===== src/rtl/sreg_pkg.sv =====
package sreg_pkg;
  localparam int REG_W      = 16;
  localparam int ADDR_W     = 8;
  localparam int RD_ADDR_W  = 7;
  localparam int RD_BITS    = 46;
  localparam int WR_BITS    = 27;
  localparam int RX_BITS    = 2 * REG_W;
  localparam int PAD_PULSES = 2;
  localparam int FRAME_W    = RD_BITS;
  localparam int CNT_W      = $clog2(FRAME_W + 1);

  typedef enum logic [3:0] {
    ST_IDLE, ST_LEAD, ST_TX_LO, ST_TX_HI, ST_TX_END,
    ST_PAD_HI, ST_PAD_LO, ST_RX_LO, ST_RX_HI, ST_RX_END, ST_DONE
  } sreg_state_e;

  // Read command: preamble of ones, start, opcode, turn bits, address
  function automatic logic [FRAME_W-1:0] rd_frame(input logic [RD_ADDR_W-1:0] a);
    return {32'hFFFF_FFFF, 2'b01, 2'b10, 1'b0, 2'b00, a};
  endfunction

  // Write command, left aligned in the shift register
  function automatic logic [FRAME_W-1:0] wr_frame(input logic [ADDR_W-1:0] a,
                                                  input logic [REG_W-1:0] d);
    return {1'b1, 2'b01, a, d, {(FRAME_W-WR_BITS){1'b0}}};
  endfunction
endpackage


===== src/rtl/sreg_sync.sv =====
module sreg_sync #(
  parameter int STAGES = 2
) (
  input  logic clk_i,
  input  logic rst_ni,
  input  logic d_i,
  output logic q_o
);
  logic [STAGES-1:0] q;

  always_ff @(posedge clk_i or negedge rst_ni) begin
    if (!rst_ni) q <= '0;
    else         q <= {q[STAGES-2:0], d_i};
  end

  assign q_o = q[STAGES-1];
endmodule


===== src/rtl/sreg_phase_timer.sv =====
module sreg_phase_timer #(
  parameter int HALF_CYC  = 150,
  parameter int SETUP_CYC = 50
) (
  input  logic clk_i,
  input  logic rst_ni,
  input  logic run_i,
  output logic last_o,
  output logic upd_o
);
  localparam int CW = (HALF_CYC > 2) ? $clog2(HALF_CYC) : 1;
  localparam logic [CW-1:0] LAST_V = CW'(HALF_CYC - 1);
  localparam logic [CW-1:0] UPD_V  = CW'(HALF_CYC - 1 - SETUP_CYC);

  logic [CW-1:0] cnt;

  always_ff @(posedge clk_i or negedge rst_ni) begin
    if (!rst_ni)         cnt <= '0;
    else if (!run_i)     cnt <= '0;
    else if (cnt == LAST_V) cnt <= '0;
    else                 cnt <= cnt + 1'b1;
  end

  assign last_o = run_i && (cnt == LAST_V);
  // data moves SETUP_CYC cycles before the phase ends
  assign upd_o  = run_i && (cnt == UPD_V);
endmodule


===== src/rtl/sreg_serial_master.sv =====
module sreg_serial_master
  import sreg_pkg::*;
#(
  parameter int HALF_CYC  = 150,
  parameter int SETUP_CYC = 50
) (
  input  logic        clk_i,
  input  logic        rst_ni,
  input  logic        req_i,
  input  logic        wr_i,
  input  logic [7:0]  addr_i,
  input  logic [15:0] wdata_i,
  output logic        busy_o,
  output logic        done_o,
  output logic [15:0] rdata_o,
  output logic        cs_o,
  output logic        sclk_o,
  output logic        sd_o,
  output logic        sd_oe_o,
  input  logic        sd_i
);
  sreg_state_e         state_q;
  logic [FRAME_W-1:0]  sh_q;
  logic [CNT_W-1:0]    cnt_q;
  logic [RX_BITS-1:0]  rx_q;
  logic [REG_W-1:0]    rdata_q;
  logic                wr_q, odd_q, post_rx_q, dout_q;
  logic                din_s, last, upd, run;

  assign run = (state_q != ST_IDLE) && (state_q != ST_DONE);

  sreg_phase_timer #(.HALF_CYC(HALF_CYC), .SETUP_CYC(SETUP_CYC)) i_timer (
    .clk_i(clk_i), .rst_ni(rst_ni), .run_i(run), .last_o(last), .upd_o(upd)
  );

  sreg_sync #(.STAGES(2)) i_sync (
    .clk_i(clk_i), .rst_ni(rst_ni), .d_i(sd_i), .q_o(din_s)
  );

  always_ff @(posedge clk_i or negedge rst_ni) begin
    if (!rst_ni) begin
      state_q   <= ST_IDLE;
      sh_q      <= '0;
      cnt_q     <= '0;
      rx_q      <= '0;
      rdata_q   <= '0;
      wr_q      <= 1'b0;
      odd_q     <= 1'b0;
      post_rx_q <= 1'b0;
      dout_q    <= 1'b0;
    end else begin
      unique case (state_q)
        ST_IDLE: if (req_i) begin
          state_q   <= ST_LEAD;
          wr_q      <= wr_i;
          odd_q     <= addr_i[0];
          post_rx_q <= 1'b0;
          sh_q      <= wr_i ? wr_frame(addr_i, wdata_i) : rd_frame(addr_i[RD_ADDR_W-1:0]);
          cnt_q     <= wr_i ? CNT_W'(WR_BITS) : CNT_W'(RD_BITS);
        end
        ST_LEAD: if (last) state_q <= ST_TX_LO;
        ST_TX_LO: begin
          if (upd) begin
            dout_q <= sh_q[FRAME_W-1];
            sh_q   <= sh_q << 1;
          end
          if (last) state_q <= ST_TX_HI;
        end
        ST_TX_HI: if (last) begin
          if (cnt_q == CNT_W'(1)) begin
            state_q <= ST_TX_END;
            cnt_q   <= CNT_W'(PAD_PULSES);
          end else begin
            state_q <= ST_TX_LO;
            cnt_q   <= cnt_q - 1'b1;
          end
        end
        ST_TX_END: if (last) state_q <= ST_PAD_HI;
        ST_PAD_HI: if (last) state_q <= ST_PAD_LO;
        ST_PAD_LO: if (last) begin
          if (cnt_q != CNT_W'(1)) begin
            state_q <= ST_PAD_HI;
            cnt_q   <= cnt_q - 1'b1;
          end else if (!wr_q && !post_rx_q) begin
            state_q <= ST_RX_LO;
            cnt_q   <= CNT_W'(RX_BITS);
          end else begin
            state_q <= ST_DONE;
            dout_q  <= 1'b0;
          end
        end
        ST_RX_LO: if (last) begin
          rx_q    <= {rx_q[RX_BITS-2:0], din_s};
          state_q <= ST_RX_HI;
        end
        ST_RX_HI: if (last) begin
          if (cnt_q == CNT_W'(1)) state_q <= ST_RX_END;
          else begin
            state_q <= ST_RX_LO;
            cnt_q   <= cnt_q - 1'b1;
          end
        end
        ST_RX_END: if (last) begin
          state_q   <= ST_PAD_HI;
          cnt_q     <= CNT_W'(PAD_PULSES);
          post_rx_q <= 1'b1;
          rdata_q   <= odd_q ? rx_q[RX_BITS-1:REG_W] : rx_q[REG_W-1:0];
        end
        ST_DONE: state_q <= ST_IDLE;
        default: state_q <= ST_IDLE;
      endcase
    end
  end

  logic in_tx;
  assign in_tx = (state_q == ST_LEAD) || (state_q == ST_TX_LO) ||
                 (state_q == ST_TX_HI) || (state_q == ST_TX_END);

  assign busy_o  = (state_q != ST_IDLE);
  assign done_o  = (state_q == ST_DONE);
  assign rdata_o = rdata_q;
  assign cs_o    = wr_q && in_tx;
  assign sclk_o  = (state_q == ST_TX_HI) || (state_q == ST_PAD_HI) || (state_q == ST_RX_HI);
  // writes keep driving through the trailing pulses; reads release after the command
  assign sd_oe_o = in_tx || (wr_q && ((state_q == ST_PAD_HI) || (state_q == ST_PAD_LO)));
  assign sd_o    = dout_q;
endmodule


===== config.mk =====
export PLATFORM = sky130hd
export DESIGN_NAME = sreg_serial_master
export DESIGN_NICKNAME = d
export VERILOG_FILES = /design/src/rtl/sreg_pkg.sv /design/src/rtl/sreg_sync.sv /design/src/rtl/sreg_phase_timer.sv /design/src/rtl/sreg_serial_master.sv
export SDC_FILE = /design/constraint.sdc
export NUM_CORES = 1
export LEC_CHECK = 0
export ABC_AREA = 1
export CAP_MARGIN = 40
export CORE_ASPECT_RATIO = 0.8
export CORE_MARGIN = 1.5
export CORE_UTILIZATION = 55
export CTS_CLUSTER_DIAMETER = 100
export CTS_CLUSTER_SIZE = 8
export DETAILED_ROUTE_END_ITERATION = 12
export HOLD_SLACK_MARGIN = 0.12
export PLACE_DENSITY_LB_ADDON = 0.08
export SYNTH_ARGS = -nofsm -noshare
export SYNTH_HDL_FRONTEND = slang
export SYNTH_SLANG_ARGS = --single-unit

===== constraint.sdc =====
create_clock -name clk_i -period 2.9 [get_ports clk_i]
set_clock_uncertainty 0.1 [all_clocks]
set_input_delay 0.58 -clock clk_i [delete_from_list [all_inputs] [get_ports clk_i]]
set_output_delay 0.58 -clock clk_i [all_outputs]
set_load 0.01 [all_outputs]

# Yosys cells after proc, flatten, opt, wreduce, memory -nomap -nowiden
# Index checks and enable logic that the tools add are counted.
# classes
n_addsub	2
n_eq_ne	30
mux	40
reduce_logical	30
# op_table
operator	n
2-to-1 mux 46 bit	2
one-hot mux 46 bit (2 select lines)	1
2-to-1 mux 6 bit	10
2-to-1 mux 4 bit	12
2-to-1 mux 45 bit	1
one-hot mux 4 bit (9 select lines)	1
one-hot mux 6 bit (5 select lines)	1
!= test 2 x 1 -> 1 bit, second input constant	10
== test 4 x 3 -> 1 bit, second input constant	4
2-to-1 mux 16 bit	1
2-to-1 mux 8 bit	2
== test 4 bit, second input constant	3
AND reduction 9 bit	1
adder 8 x 1 -> 8 bit, second input constant	1
== test 4 x 2 -> 1 bit, second input constant	2
== test 8 x 7 -> 1 bit, second input constant	1
== test 8 bit, second input constant	1
!= test 2 bit, second input constant	4
AND reduction 8 bit	1
logical OR 1 bit	7
== test 6 x 1 -> 1 bit, second input constant	1
logical AND 1 bit	6
2-to-1 mux 1 bit	6
!= test 6 x 1 -> 1 bit, second input constant	1
other kinds (15)	22
# totals
inputBits	29
out_inout_bits	22
reg_bits	118

# Longest topological paths before layout
# depth
word_depth	6
mapped_depth	13

# By module
# From an unflattened synthesis, not the netlist that was laid out.
# hier_totals
cells_unflattened	744
area_unflattened_um2	5816.8
# modules_own_cells
mod	area_each_um2	n_inst	cells_each
sreg_serial_master	5320.1	1	684
sreg_phase_timer	446.7	1	58
sreg_sync	50.0	1	2

# Worst setup path before layout
# No wires, ideal clock.
# synth_path
path_kind	input-to-reg
from	in wr_i
to	reg sh_q[21]
arrival_ns	1.564
path_slack_ns	1.106
path_stages	8
cell_sequence	clkbuf_1 -> inv_1 -> buf_2 -> buf_1 -> nor2_1 -> nand2_1 -> o21ai_0 -> o21ai_0
# synth_via
elab_chain_cells	3
# synth_rtl
item	line	source
start: declaration	sreg_serial_master.sv:10	input logic wr_i,
2-to-1 mux 45 bit	sreg_serial_master.sv:58	sh_q <= wr_i ? wr_frame(addr_i, wdata_i) : rd_frame(addr_i[RD_ADDR_W-1:0]);
2-to-1 mux 46 bit	sreg_serial_master.sv:53	ST_IDLE: if (req_i) begin
one-hot mux 46 bit (2 select lines)	sreg_serial_master.sv:52	unique case (state_q)
end signal: assignment	sreg_serial_master.sv:58	
end signal: assignment	sreg_serial_master.sv:65	sh_q <= sh_q << 1;
end: declaration	sreg_serial_master.sv:23	logic [FRAME_W-1:0] sh_q;
# No other way between the ends. The select of a mux whose other input is x is not followed.
# A chain may end at the register's enable or synchronous reset.

# Final worst setup path
# layout_path
from	reg state_q[0]
to	out sd_oe_o
# layout_via
elab_chain_cells	5
elab_cells_between_ends	12
cone_classes	6 x eq/ne; 6 x reduce/logical
# layout_rtl
item	line	source
start: declaration	sreg_serial_master.sv:22	sreg_state_e state_q;
start signal: assignment	sreg_serial_master.sv:42	state_q <= ST_IDLE;
start signal: assignment	sreg_serial_master.sv:54	state_q <= ST_LEAD;
start signal: assignment	sreg_serial_master.sv:61	ST_LEAD: if (last) state_q <= ST_TX_LO;
== test 4 x 1 -> 1 bit / == test 4 x 2 -> 1 bit (equally long branches)	sreg_serial_master.sv:116	assign in_tx = (state_q == ST_LEAD) || (state_q == ST_TX_LO) ||
logical OR 1 bit (2 in series)	sreg_serial_master.sv:116	
logical OR 1 bit	sreg_serial_master.sv:117	(state_q == ST_TX_HI) || (state_q == ST_TX_END);
logical OR 1 bit *	sreg_serial_master.sv:125	assign sd_oe_o = in_tx || (wr_q && ((state_q == ST_PAD_HI) || (state_q == ST_PAD_LO)));
end: declaration	sreg_serial_master.sv:19	output logic sd_oe_o,
# Every way passes the cells marked *; elsewhere a longest branch is shown, timed or not.

==> flow_summary.yaml <==
outcome:
  status: "finished, final reports clean"
timing:
  rsz0062_at_grt: "false"
  final_hold_viol_count: 0
  setup_viol: 0
  post-route-period-util: 0.968
  setup_tns_ns: 0
  relSlewSlack: 0.426
  tightestPinTransition_ns: 0.861
  finalMaxSlewViolations: 0
  fmax_ghz: 0.356
  fin_crit_ns: 2.81
clock_tree:
  cts-root-buf: "clkbuf_16"
  cts-htree-levels: 4
  clock-sinks: 118
  clkLatencyLatePin_ns: 0.41
  post_cts.repair.setup_buffers: 0
  cts_inserted_buffers: 17
  clockBufferDepth: 2
  cts_tree: "built"
  clkTransAtPathRegs_ns: 0.05
worst_setup_path:
  worstRegToRegCells: 7
  crit_path_end_kind: "output port"
  crit_top_cell: "nand2_1"
  path_buf_inv: 2
  r2r-end: "sh_q[42]"
  rr_startpoint: "state_q[0]"
  crit_arrival_ns: 2.13
  crit_path_max_incr_delay_ns: 0.52
  critPathKind: "flip-flop to output port"
  crit_chain: "inv_1 > nand2_1 > nor2_4 > o21ai_0 > nand2_1 > clkdlybuf4s50_1"
  endpoint: "sd_oe_o"
  cpMaxStageDelayCell: "clkdlybuf4s50_1"
  worst-path-max-fanout: 8
  start_kind: "flip-flop"
  cp-startpoint: "state_q[0]"
  cpLargestDelayFamily: "buffers and inverters"
  worstPathRequired_ns: 2.22
  cp.depth: 6
  ff2ff_setup_slack_ns: 0.57
drt:
  routed_wl_um: 12600
  final_antenna_net_count: 0
  drt_iter0_drc: 411
  vias_per_cell: 5.20
  wl_per_cell_um: 13.2
  firstDrtPassIters: 5
  drc_errors: 0
  num_vias: 4984
yosys:
  yosysWarnings: 0
  yosysSeqAreaShare: 0.510
  synth.area.mux_share: 0
  syn_area_per_cell_sq_um: 7.59
  synth_compound_area_frac: 0.106
  synth-simple-area-share: 0.300
  synth_nets: 796
  synth_fa_ha_area_frac: 0.00865
  yosys.cell_types.count: 31
  synthCells: 763
  synth_area_leaders: "dfrtp_1 51%, nand2_1 20%, o21ai_0 7.9%, nand3_1 4.2%, nor2_1 3.4%"
  synth_seq_cells: 118
  yosysTopAreaCell: "dfrtp_1"
  synth_area_sq_um: 5790
  synth_top_family_by_area: "simple AND/OR/NAND/NOR gates"
  synth-xor-area-share: 0.00757
  yosys.area.top_type_share: 0.510
grt:
  antenna_found_initial: 0
  globalRoute.totalOverflow: 0
  grt_max_degree: 95
  grt_pass1_wl_um: 21400
  grtUsageTotal: 0.241
  grt_pass1_vias: 4523
place:
  place.gp.congestion: 0.891
  hpwl_um: 8280
  port_buffers: 50
pwr:
  ir_worst_vdd_mv: 0.433
  p_leak_uw: 0.00349
  p_int_uw: 3090
  p_switching_uw: 791
  seq_power_share: 0.428
  powerDensity_nw_per_um2: 558
  pwr-share-comb: 0.030
  power.share.switching: 0.204
  clock_power_share: 0.542
finish:
  fin_util: 0.680
  drive_above_1_share: 0.0672
  syn2layout_area_growth_pct: 20.2
  fin_nets: 839
  layout_commonest_cell: "nand2_1"
  diodes: 0
  final_cell_mix: "303 x nand2_1, 118 x dfrtp_1, 91 x o21ai_0"
min_path:
  hold_path.class: "flip-flop to flip-flop"
  hold-path-cell-count: 0
floorplanning:
  die-area_sq_um: 11200
  die_w_um: 118
  die_h_um: 94.8
  start_util: 0.565
  num_io_pins: 51
  core_sq_um: 10200
  num_rows: 33
job:
  maxCapViolations: 0
## kinds of logic after synthesis
| group | count (synthesis) |
|---|---|
| xor+xnor | 5 |
| buf+inv | 92 |
| simple gates | 426 |
| compound gates | 118 |
| fa+ha+maj | 4 |
| flops | 118 |
## stage by stage
stage	hold WS, ns	std cells	instance area, sq um	total power, uW	setup slack, ns
CTS	0.253	958	6960	3910	0.0575
detailed placement	0.240	926	6350	1810	0.404
global route	0.264	958	6960	3990	0.0158
finish	0.253	958	6960	3880	0.0926
global placement	0.244	926	6350	1800	0.456
floorplan	0.184	763	5790	1720	1.11
## sequential cells by signal, indices dropped and copies added (netlist names)
register	count
sh_q	46
sd_o	1
i_timer.cnt	8
wr_q	1
rdata_o	16
i_sync.q	2
rx_q	32
state_q	4
post_rx_q	1
odd_q	1
cnt_q	6
## metal layers
metal / wire [um] / vias to the layer above / global-route usage
li1: - / 2508 / -
met1: 6110 / 2340 / 0.338
met2: 5710 / 122 / 0.373
met3: 653 / 14 / 0.0537
met4: 141 / 0 / 0.0823
met5: 0 / - / 0
## power by group through the flow
stage | sequential (uW) | clock, uW | combinational [uW]
floorplan | 1680 | 0 | 40.1
global placement | 1690 | 0 | 117
detailed placement | 1690 | 0 | 118
CTS | 1660 | 2130 | 120
global route | 1660 | 2200 | 134
finish | 1660 | 2100 | 117
## synthesized netlist by cell type
library cell / count
xnor2_1: 3
xor2_1: 2
nor2_1: 53
nor3_1: 3
inv_2: 6
nand3_1: 48
a21oi_1: 8
o211ai_1: 1
nor2_4: 1
o21ai_4: 1
ha_1: 4
nand2_4: 3
buf_2: 11
nand4_1: 7
buf_4: 5
buf_1: 1
and3_1: 1
o21ai_0: 91
buf_6: 2
inv_1: 51
nand2_1: 303
o21ai_2: 1
o21ai_1: 14
nand3_2: 1
clkinv_1: 1
nor3b_1: 1
dfrtp_1: 118
clkbuf_1: 15
nand2_2: 2
nor2_2: 3
o21a_1: 2
## cell type report
type / instances / area (sq um)
multi-input combinational: 553 / 2450
clock inverter: 9 / 126
tap: 140 / 175
fill: 889 / 3280
clock buffer: 22 / 464
inverter: 58 / 218
sequential: 118 / 2950
timing repair buffer: 58 / 573
## how the worst min path moves through the flow
| stage | start | end | slack (ns) |
|---|---|---|---|
| after floorplan | rst_ni | cnt_q[0] | 0.18 |
| after global placement | i_sync.q[0] | i_sync.q[1] | 0.24 |
| after detailed placement | i_sync.q[0] | i_sync.q[1] | 0.24 |
| after CTS | i_sync.q[0] | i_sync.q[1] | 0.25 |
| after global routing | i_sync.q[0] | i_sync.q[1] | 0.26 |
| final | i_sync.q[0] | i_sync.q[1] | 0.25 |
## timing repair
action | CTS | global route
hold buffers | 1 | 0
pin swaps | 0 | 0
setup endpoints to repair | 1 | 1
cloned | 0 | 0
endpoints found under the hold margin | 24 | 0
gates resized for setup | 1 | 1
Note: power is estimated with default switching activity, not from simulation.
